## config.mk

```make
export PLATFORM = sky130hd
export DESIGN_NAME = pin_edge_irq
export DESIGN_NICKNAME = d
export VERILOG_FILES = /design/src/rtl/pin_edge_pkg.sv /design/src/rtl/pin_sync.sv /design/src/rtl/edge_ctrl.sv /design/src/rtl/edge_datapath.sv /design/src/rtl/pin_edge_irq.sv
export SDC_FILE = /design/constraint.sdc
export NUM_CORES = 1
export LEC_CHECK = 0
export ABC_CLOCK_PERIOD_IN_PS = 3800
export BUFFER_PORTS_ARGS = -buffer_cell sky130_fd_sc_hd__buf_2
export CORE_MARGIN = 2
export CORE_UTILIZATION = 55
export DETAILED_ROUTE_END_ITERATION = 6
export HOLD_SLACK_MARGIN = 0.1
export PLACE_DENSITY = 0.82
export SYNTH_ARGS = -nofsm -noshare
export SYNTH_HDL_FRONTEND = slang
export SYNTH_HIERARCHICAL = 1
export SYNTH_SLANG_ARGS = --single-unit
```

## constraint.sdc

```tcl
create_clock -name clk -period 3.8 [get_ports clk]
set_input_delay 0.76 -clock clk [delete_from_list [all_inputs] [get_ports clk]]
set_output_delay 0.76 -clock clk [all_outputs]
set_load 0.02 [all_outputs]
```

## src/rtl/pin_edge_pkg.sv

```systemverilog
package pin_edge_pkg;

  // Word offsets of the register map
  localparam int OFF_LEVEL = 0;
  localparam int OFF_RISE  = 1;
  localparam int OFF_FALL  = 2;
  localparam int OFF_PEND  = 3;
  localparam int OFF_WAKE  = 4;

  // Write strobes from control to datapath
  typedef struct packed {
    logic wrRise;
    logic wrFall;
    logic wrPend;
    logic wrWake;
  } regStrobe_t;

  // Read source selection
  typedef enum logic [2:0] {
    SEL_NONE,
    SEL_LEVEL,
    SEL_RISE,
    SEL_FALL,
    SEL_PEND,
    SEL_WAKE
  } rdSel_e;

endpackage

```

## src/rtl/pin_sync.sv

```systemverilog
module pin_sync #(
  parameter int WIDTH  = 28,
  parameter int STAGES = 2
) (
  input  logic             clk,
  input  logic             rstN,
  input  logic [WIDTH-1:0] asyncIn,
  output logic [WIDTH-1:0] syncOut
);

  logic [WIDTH-1:0] stageQ [STAGES];

  generate
    for (genvar s = 0; s < STAGES; s++) begin : gStage
      always_ff @(posedge clk or negedge rstN) begin
        if (!rstN) begin
          stageQ[s] <= '0;
        end else if (s == 0) begin
          stageQ[s] <= asyncIn;
        end else begin
          stageQ[s] <= stageQ[(s == 0) ? 0 : s-1];
        end
      end
    end
  endgenerate

  assign syncOut = stageQ[STAGES-1];

endmodule

```

## src/rtl/edge_ctrl.sv

```systemverilog
module edge_ctrl
  import pin_edge_pkg::*;
#(
  parameter int ADDR_W = 3
) (
  input  logic              clk,
  input  logic              rstN,
  input  logic [ADDR_W-1:0] regAddr,
  input  logic              regWe,
  output regStrobe_t        strobe,
  output rdSel_e            rdSel
);

  always_comb begin
    strobe        = '0;
    strobe.wrRise = regWe && (regAddr == ADDR_W'(OFF_RISE));
    strobe.wrFall = regWe && (regAddr == ADDR_W'(OFF_FALL));
    strobe.wrPend = regWe && (regAddr == ADDR_W'(OFF_PEND));
    strobe.wrWake = regWe && (regAddr == ADDR_W'(OFF_WAKE));
  end

  always_comb begin
    if (regAddr == ADDR_W'(OFF_LEVEL))      rdSel = SEL_LEVEL;
    else if (regAddr == ADDR_W'(OFF_RISE))  rdSel = SEL_RISE;
    else if (regAddr == ADDR_W'(OFF_FALL))  rdSel = SEL_FALL;
    else if (regAddr == ADDR_W'(OFF_PEND))  rdSel = SEL_PEND;
    else if (regAddr == ADDR_W'(OFF_WAKE))  rdSel = SEL_WAKE;
    else                                    rdSel = SEL_NONE;
  end


  strobe_onehot_chk: assert property (@(posedge clk) disable iff (!rstN)
    $onehot0(strobe));

endmodule

```

## src/rtl/edge_datapath.sv

```systemverilog
module edge_datapath
  import pin_edge_pkg::*;
#(
  parameter int NUM_PINS   = 28,
  parameter int NUM_DIRECT = 11,
  parameter int DATA_W     = 32
) (
  input  logic                  clk,
  input  logic                  rstN,
  input  logic [NUM_PINS-1:0]   pinSync,
  input  regStrobe_t            strobe,
  input  logic [NUM_PINS-1:0]   wrPins,
  input  rdSel_e                rdSel,
  output logic [DATA_W-1:0]     rdData,
  output logic [NUM_DIRECT-1:0] directIrq,
  output logic                  sharedIrq,
  output logic                  wakeReq
);

  logic [NUM_PINS-1:0] prevQ, riseQ, fallQ, pendQ, wakeQ;
  logic [NUM_PINS-1:0] edgeHit;
  logic [NUM_PINS-1:0] clrMask;

  // Per-pin transition detection
  generate
    for (genvar p = 0; p < NUM_PINS; p++) begin : gPin
      logic goesHigh, goesLow;
      assign goesHigh   = pinSync[p] & ~prevQ[p];
      assign goesLow    = ~pinSync[p] & prevQ[p];
      assign edgeHit[p] = (riseQ[p] & goesHigh) | (fallQ[p] & goesLow);
    end
  endgenerate

  assign clrMask = strobe.wrPend ? wrPins : '0;

  always_ff @(posedge clk or negedge rstN) begin
    if (!rstN) begin
      prevQ <= '0;
      riseQ <= '0;
      fallQ <= '0;
      pendQ <= '0;
      wakeQ <= '0;
    end else begin
      prevQ <= pinSync;
      if (strobe.wrRise) riseQ <= wrPins;
      if (strobe.wrFall) fallQ <= wrPins;
      if (strobe.wrWake) wakeQ <= wrPins;
      // new transition has priority over a clearing write
      pendQ <= (pendQ & ~clrMask) | edgeHit;
    end
  end

  always_comb begin
    unique case (rdSel)
      SEL_LEVEL: rdData = DATA_W'(pinSync);
      SEL_RISE:  rdData = DATA_W'(riseQ);
      SEL_FALL:  rdData = DATA_W'(fallQ);
      SEL_PEND:  rdData = DATA_W'(pendQ);
      SEL_WAKE:  rdData = DATA_W'(wakeQ);
      default:   rdData = '0;
    endcase
  end

  assign directIrq = pendQ[NUM_DIRECT-1:0];
  assign sharedIrq = |pendQ[NUM_PINS-1:NUM_DIRECT];
  assign wakeReq   = |(pendQ & wakeQ);


  sticky_pend_chk: assert property (@(posedge clk) disable iff (!rstN)
    !strobe.wrPend |=> ((pendQ & $past(pendQ)) == $past(pendQ)));


  edge_wins_chk: assert property (@(posedge clk) disable iff (!rstN)
    (|edgeHit) |=> ((pendQ & $past(edgeHit)) == $past(edgeHit)));


  generate
    for (genvar d = 0; d < NUM_DIRECT; d++) begin : gDirChk
      direct_rise_chk: assert property (@(posedge clk) disable iff (!rstN)
        $rose(directIrq[d]) |-> $past(edgeHit[d]));
    end
  endgenerate


  shared_rise_chk: assert property (@(posedge clk) disable iff (!rstN)
    $rose(sharedIrq) |-> $past(|edgeHit[NUM_PINS-1:NUM_DIRECT]));


  wake_rise_chk: assert property (@(posedge clk) disable iff (!rstN)
    $rose(wakeReq) |-> ($past(|edgeHit) || $past(strobe.wrWake)));


  enable_hold_chk: assert property (@(posedge clk) disable iff (!rstN)
    !(strobe.wrRise || strobe.wrFall) |=> ($stable(riseQ) && $stable(fallQ)));

endmodule

```

## src/rtl/pin_edge_irq.sv

```systemverilog
module pin_edge_irq
  import pin_edge_pkg::*;
#(
  parameter int NUM_PINS    = 28,
  parameter int NUM_DIRECT  = 11,
  parameter int ADDR_W      = 3,
  parameter int DATA_W      = 32,  // must exceed NUM_PINS
  parameter int SYNC_STAGES = 2
) (
  input  logic                  clk,
  input  logic                  rstN,
  input  logic [NUM_PINS-1:0]   pinIn,
  input  logic [ADDR_W-1:0]     regAddr,
  input  logic                  regWe,
  input  logic [DATA_W-1:0]     regWdata,
  output logic [DATA_W-1:0]     regRdata,
  output logic [NUM_DIRECT-1:0] directIrq,
  output logic                  sharedIrq,
  output logic                  wakeReq
);

  logic [NUM_PINS-1:0] pinSync;
  regStrobe_t          strobe;
  rdSel_e              rdSel;
  logic                unusedWrHi;

  assign unusedWrHi = ^regWdata[DATA_W-1:NUM_PINS];

  pin_sync #(.WIDTH(NUM_PINS), .STAGES(SYNC_STAGES)) uSync (
    .clk     (clk),
    .rstN    (rstN),
    .asyncIn (pinIn),
    .syncOut (pinSync)
  );

  edge_ctrl #(.ADDR_W(ADDR_W)) uCtrl (
    .clk     (clk),
    .rstN    (rstN),
    .regAddr (regAddr),
    .regWe   (regWe),
    .strobe  (strobe),
    .rdSel   (rdSel)
  );

  edge_datapath #(
    .NUM_PINS   (NUM_PINS),
    .NUM_DIRECT (NUM_DIRECT),
    .DATA_W     (DATA_W)
  ) uPath (
    .clk       (clk),
    .rstN      (rstN),
    .pinSync   (pinSync),
    .strobe    (strobe),
    .wrPins    (regWdata[NUM_PINS-1:0]),
    .rdSel     (rdSel),
    .rdData    (regRdata),
    .directIrq (directIrq),
    .sharedIrq (sharedIrq),
    .wakeReq   (wakeReq)
  );

endmodule

```

; After elaboration in Yosys (flattened, before gate mapping)
; Index checks and enable logic that the tools add are counted.
[word_totals]
inputBits = 66
output_inout_bits = 45
latchBits = 0
ram_bits = 0
memories = 0
reg_bits = 196
rom_bits = 0
elab_cells = 230
[op_classes]
n_reduce_logical = 7
bitwise = 200
n_div = 0
order_cmp = 0
eq_ne = 9
shift = 0
add_sub_neg = 0
multipliers = 0
mux = 7
[ops]
columns = op, count
row1 = $pmux 28 s5, 1
row2 = $and 1x1->1, 112
row3 = $and 28x28->28, 2
row4 = $not 1->1, 56
row5 = $mux 28, 1
row6 = $not 28->28, 1
row7 = $or 1x1->1, 28
row8 = $or 28x28->28, 1
row9 = $reduce_or 28->1, 1
row10 = $reduce_or 17->1, 1
row11 = $mux 3, 5
row12 = $eq 3x2->1 const B, 4
row13 = $eq 3x3->1 const B, 3
row14 = $eq 3x1->1 const B, 2
row15 = $logic_and 1x1->1, 4
row16 = $logic_not 3->1, 1

; Longest topological paths before layout
[depth]
word_depth = 8
ltp_mapped = 7
ltp_nobuf = 5

; By module
; The synthesis kept the hierarchy.
[modules_own_cells]
columns = mod, cells_per_inst, seq_area_each_um2, instances, area_each_um2
row1 = edge_datapath, 522, 3503.4, 1, 6477.5
row2 = pin_sync, 84, 1401.3, 1, 1611.5
row3 = edge_ctrl, 11, 0.0, 1, 80.1

; Least setup slack after synthesis
; No wires, ideal clock.
[synth_timing]
path_kind = in2out
startpoint = input regAddr[0]
endpoint = output regRdata[10]
n_path_buf = 2
required_ns = 3.040
cell_stages = 6
arrival_ns = 2.293
path_slack_ns = 0.747
path_cell_list = or3b_1 -> o21ai_0 -> and3b_1 -> buf_6 -> buf_8 -> a221o_1
[synth_between]
elab_chain_cells = 8
elab_cells_between_ends = 16
cone_classes = eq/ne (9) / mux (6) / reduce/logical (1)
[synth_lines]
columns = item, line
row1 = from (decl), pin_edge_irq.sv:13  ; input logic [ADDR_W-1:0] regAddr,
row2 = $eq 3x3->1, edge_ctrl.sv:27  ; else if (regAddr == ADDR_W'(OFF_WAKE)) rdSel = SEL_WAKE;
row3 = $mux 3, edge_ctrl.sv:27
row4 = $mux 3, edge_ctrl.sv:26  ; else if (regAddr == ADDR_W'(OFF_PEND)) rdSel = SEL_PEND;
row5 = $mux 3, edge_ctrl.sv:25  ; else if (regAddr == ADDR_W'(OFF_FALL)) rdSel = SEL_FALL;
row6 = $mux 3, edge_ctrl.sv:24  ; else if (regAddr == ADDR_W'(OFF_RISE)) rdSel = SEL_RISE;
row7 = $mux 3 (*), edge_ctrl.sv:23  ; if (regAddr == ADDR_W'(OFF_LEVEL)) rdSel = SEL_LEVEL;
row8 = net rdSel[2], pin_edge_irq.sv:24  ; rdSel_e rdSel;
row9 = "$eq 3x3->1, or another cell as far along", edge_datapath.sv:54  ; unique case (rdSel)
row10 = $pmux 28 s5 (*), edge_datapath.sv:54
row11 = to (decl), pin_edge_irq.sv:16  ; output logic [DATA_W-1:0] regRdata,
; The timed path passes the listed nets; every way through them passes the cells marked *.

; Worst setup path in the final report
[layout_timing]
startpoint = input regAddr[0]
endpoint = output regRdata[23]
; The elaborated chain is that of the path after synthesis.

==> results.cfg <==
[grt]
grt_max_degree = 88
grt_usage_pct = 23.7
antenna_found_initial = 2
grt_pass1_wl_um = 29100
overflow = 0
grt_pass1_vias = 5539

[synth]
synthTopCellsByArea = dfrtp_1 60%, mux2_2 12%, buf_4 4.4%
ys_types = 33
synth_top_area_cell = dfrtp_1
syn_area_per_cell_um2 = 13.2
syn_area_um2 = 8170
ys_ff_latch = 196
syn_inst = 617
yosysWarnings = 6
yosysTopAreaCellShare_pct = 60.0
ys_seq_area_share_pct = 60.0

[clock_tree]
cts.htree.levels = 4
cts.path.max_buffers = 2
ctsResizeCount = 0
clkTransAtPathRegs_ns = 0.07
clkLatencyLatePin_ns = 0.43
clockRootBuffer = clkbuf_16
cts.sinks = 196
holdBufCountCts = 0
cts_tree = built
numCtsBuffers = 17
post_cts_buffers = 0

[floorplan]
ios = 111
fp.dieW_um = 126
die_y_um = 126
start_util_pct = 56.2
rows = 44
dieArea_um2 = 15800
core_area_um2 = 14500

[sta]
rsz0062_at_grt = no
clock.fmax_mhz = 270
period_share_pct = 97.5
finalHoldViolations = 0
relSlewSlack_pct = 31.6
finalCriticalPeriod_ns = 3.70
skew_ns = 0.00721
finalSetupTns_ns = 0
setup_violations = 0
slew_violations = 0
worst_pin_slew_ns = 1.03

[detailed_routing]
via_count = 5357
vias_per_cell = 6.06
drt_iter0_markers = 422
wl_per_cell_um = 20.7
drc = 0
drt_first_pass_iters = 4
wirelength_um = 18300
drtAntennaViolNets = 0

[worst_setup_path]
rr_startpoint = uSync/syncOut[21]$_DFF_PN0_
cp.required_ns = 3.04
end_kind = output port
ff2ff_path_depth = 3
r2r_end = uPath/pendQ[21]$_DFF_PN0_
cp_data_arrival_time_ns = 2.94
worst_setup_path_start_kind = input port
critPathMaxFanout = 16
rrSetupSlack_ns = 2.86
crit_type = input port to output port

[placed_design]
dpl.hpwl_um = 11700
finalWeightedCongestion = 0.809
placed_cells = 851
port_buffers = 102

[power_and_ir_drop]
peakVddDrop_mv = 0.337
powerDensity_nw_per_um2 = 566
cellLeakagePower_nw = 4.05
power_mw = 5.18

[worst_hold_path]
hp-start = uSync/stageQ[39]$_DFF_PN0_
hold_path.class = flip-flop to flip-flop
worst_hold_path.endpoint = uSync/syncOut[11]$_DFF_PN0_
holdPathStages = 0

[final_layout]
layout_commonest_cell = dfrtp_1
finalNetCount = 752
drive_above_1_share_pct = 35.1
stdcell_count = 884
fillers = 1082
mostFrequentLayoutCells = 196 x dfrtp_1, 101 x buf_2, 84 x mux2_2
syn2layout_area_growth_pct = 12.1

[flow_run]
max-cap-violations = 0

[status]
status = finished, final reports clean
per-stage QoR:
stage / setup slack, ns / instance area (um2) / util (%) / hold WS, ns
2_1_floorplan: 0.747 / 8180 / - / 0.331
3_3_place_gp: 0.159 / 8580 / 59.0 / 0.332
5_1_grt: 0.0372 / 9160 / 63.0 / 0.355
4_1_cts: 0.0832 / 9160 / 63.0 / 0.351
6_report: 0.0965 / 9160 / 63.0 / 0.345
3_5_place_dp: 0.114 / 8580 / 59.0 / 0.335
cell usage after synthesis:
cell type / count
nor4_1: 3
nor3b_4: 1
buf_8: 2
buf_1: 2
nand4_1: 4
a221o_2: 7
buf_4: 48
nand2b_1: 1
xnor2_1: 1
inv_1: 29
a31oi_1: 1
or4_1: 2
a32oi_1: 28
conb_1: 1
a22oi_1: 14
buf_6: 1
nor3_1: 1
or3b_1: 1
o2bb2ai_1: 27
nor3b_2: 1
dfrtp_1: 196
and3b_1: 2
mux2_2: 84
a21oi_1: 1
buf_2: 16
and4b_2: 1
o21ai_0: 29
mux2i_1: 28
a221o_1: 20
nor2_1: 2
nand2_1: 60
and4bb_2: 2
o221ai_1: 1
metal layers:
layer	up-vias	wire length, um	track usage, %	share of wire [%]
li1	2361	-	-	-
met4	2	365	9.11	2.0
met1	2724	7670	30.9	42
met5	-	12	0	0.066
met2	236	8890	38.4	49
met3	34	1350	6.29	7.4
state kept, by name, indices dropped and copies added (netlist names):
signal         count
uSync/stageQ      28
uPath/fallQ       28
uPath/wakeQ       28
uPath/pendQ       28
uPath/riseQ       28
uSync/syncOut     28
uPath/prevQ       28
critical path: stages:
cell	delay, ns
buf_2	0.19
or3b_1	0.13
o21ai_0	0.07
buf_4	0.17
nor3b_4	0.75
buf_4	0.37
o2bb2ai_1	0.17
a221o_1	0.16
buf_2	0.17
report_power, final:
group          internal [mW]  switching, mW
Clock                  0.953          0.794
Sequential              2.38          0.263
Combinational          0.383          0.412
kinds of logic after synthesis:
| kind of cell | Yosys count | share of synthesized area [%] |
|---|---|---|
| flops | 196 | 60.0 |
| compound gates | 128 | 12.6 |
| mux | 112 | 15.0 |
| buf+inv | 98 | 7.32 |
| simple gates | 81 | 4.86 |
| xor+xnor | 1 | 0.107 |
| other cells | 1 | 0.0459 |
worst max path at each step:
stage	start	endpoint	slack, ns	cells past startpoint
2_1_floorplan	regAddr[0]	regRdata[10]	0.75	6
5_1_grt	regAddr[0]	regRdata[23]	0.04	9
3_3_place_gp	regAddr[2]	regRdata[23]	0.16	9
4_1_cts	regAddr[1]	regRdata[23]	0.08	9
6_report	regAddr[0]	regRdata[23]	0.1	9
3_5_place_dp	regAddr[1]	regRdata[23]	0.11	9
layout make-up:
class | count | area, um2 | share of cell area, %
Sequential cell | 196 | 4900 | 53.5
Multi-Input combinational cell | 326 | 2700 | 29.5
Timing Repair Buffer | 116 | 637 | 6.95
Clock buffer | 20 | 457 | 4.99
Tap cell | 184 | 230 | 2.51
Clock inverter | 12 | 120 | 1.31
Inverter | 29 | 109 | 1.19
Antenna cell | 1 | 2.50 | 0.0273
Power figures use the tool's default switching activity.
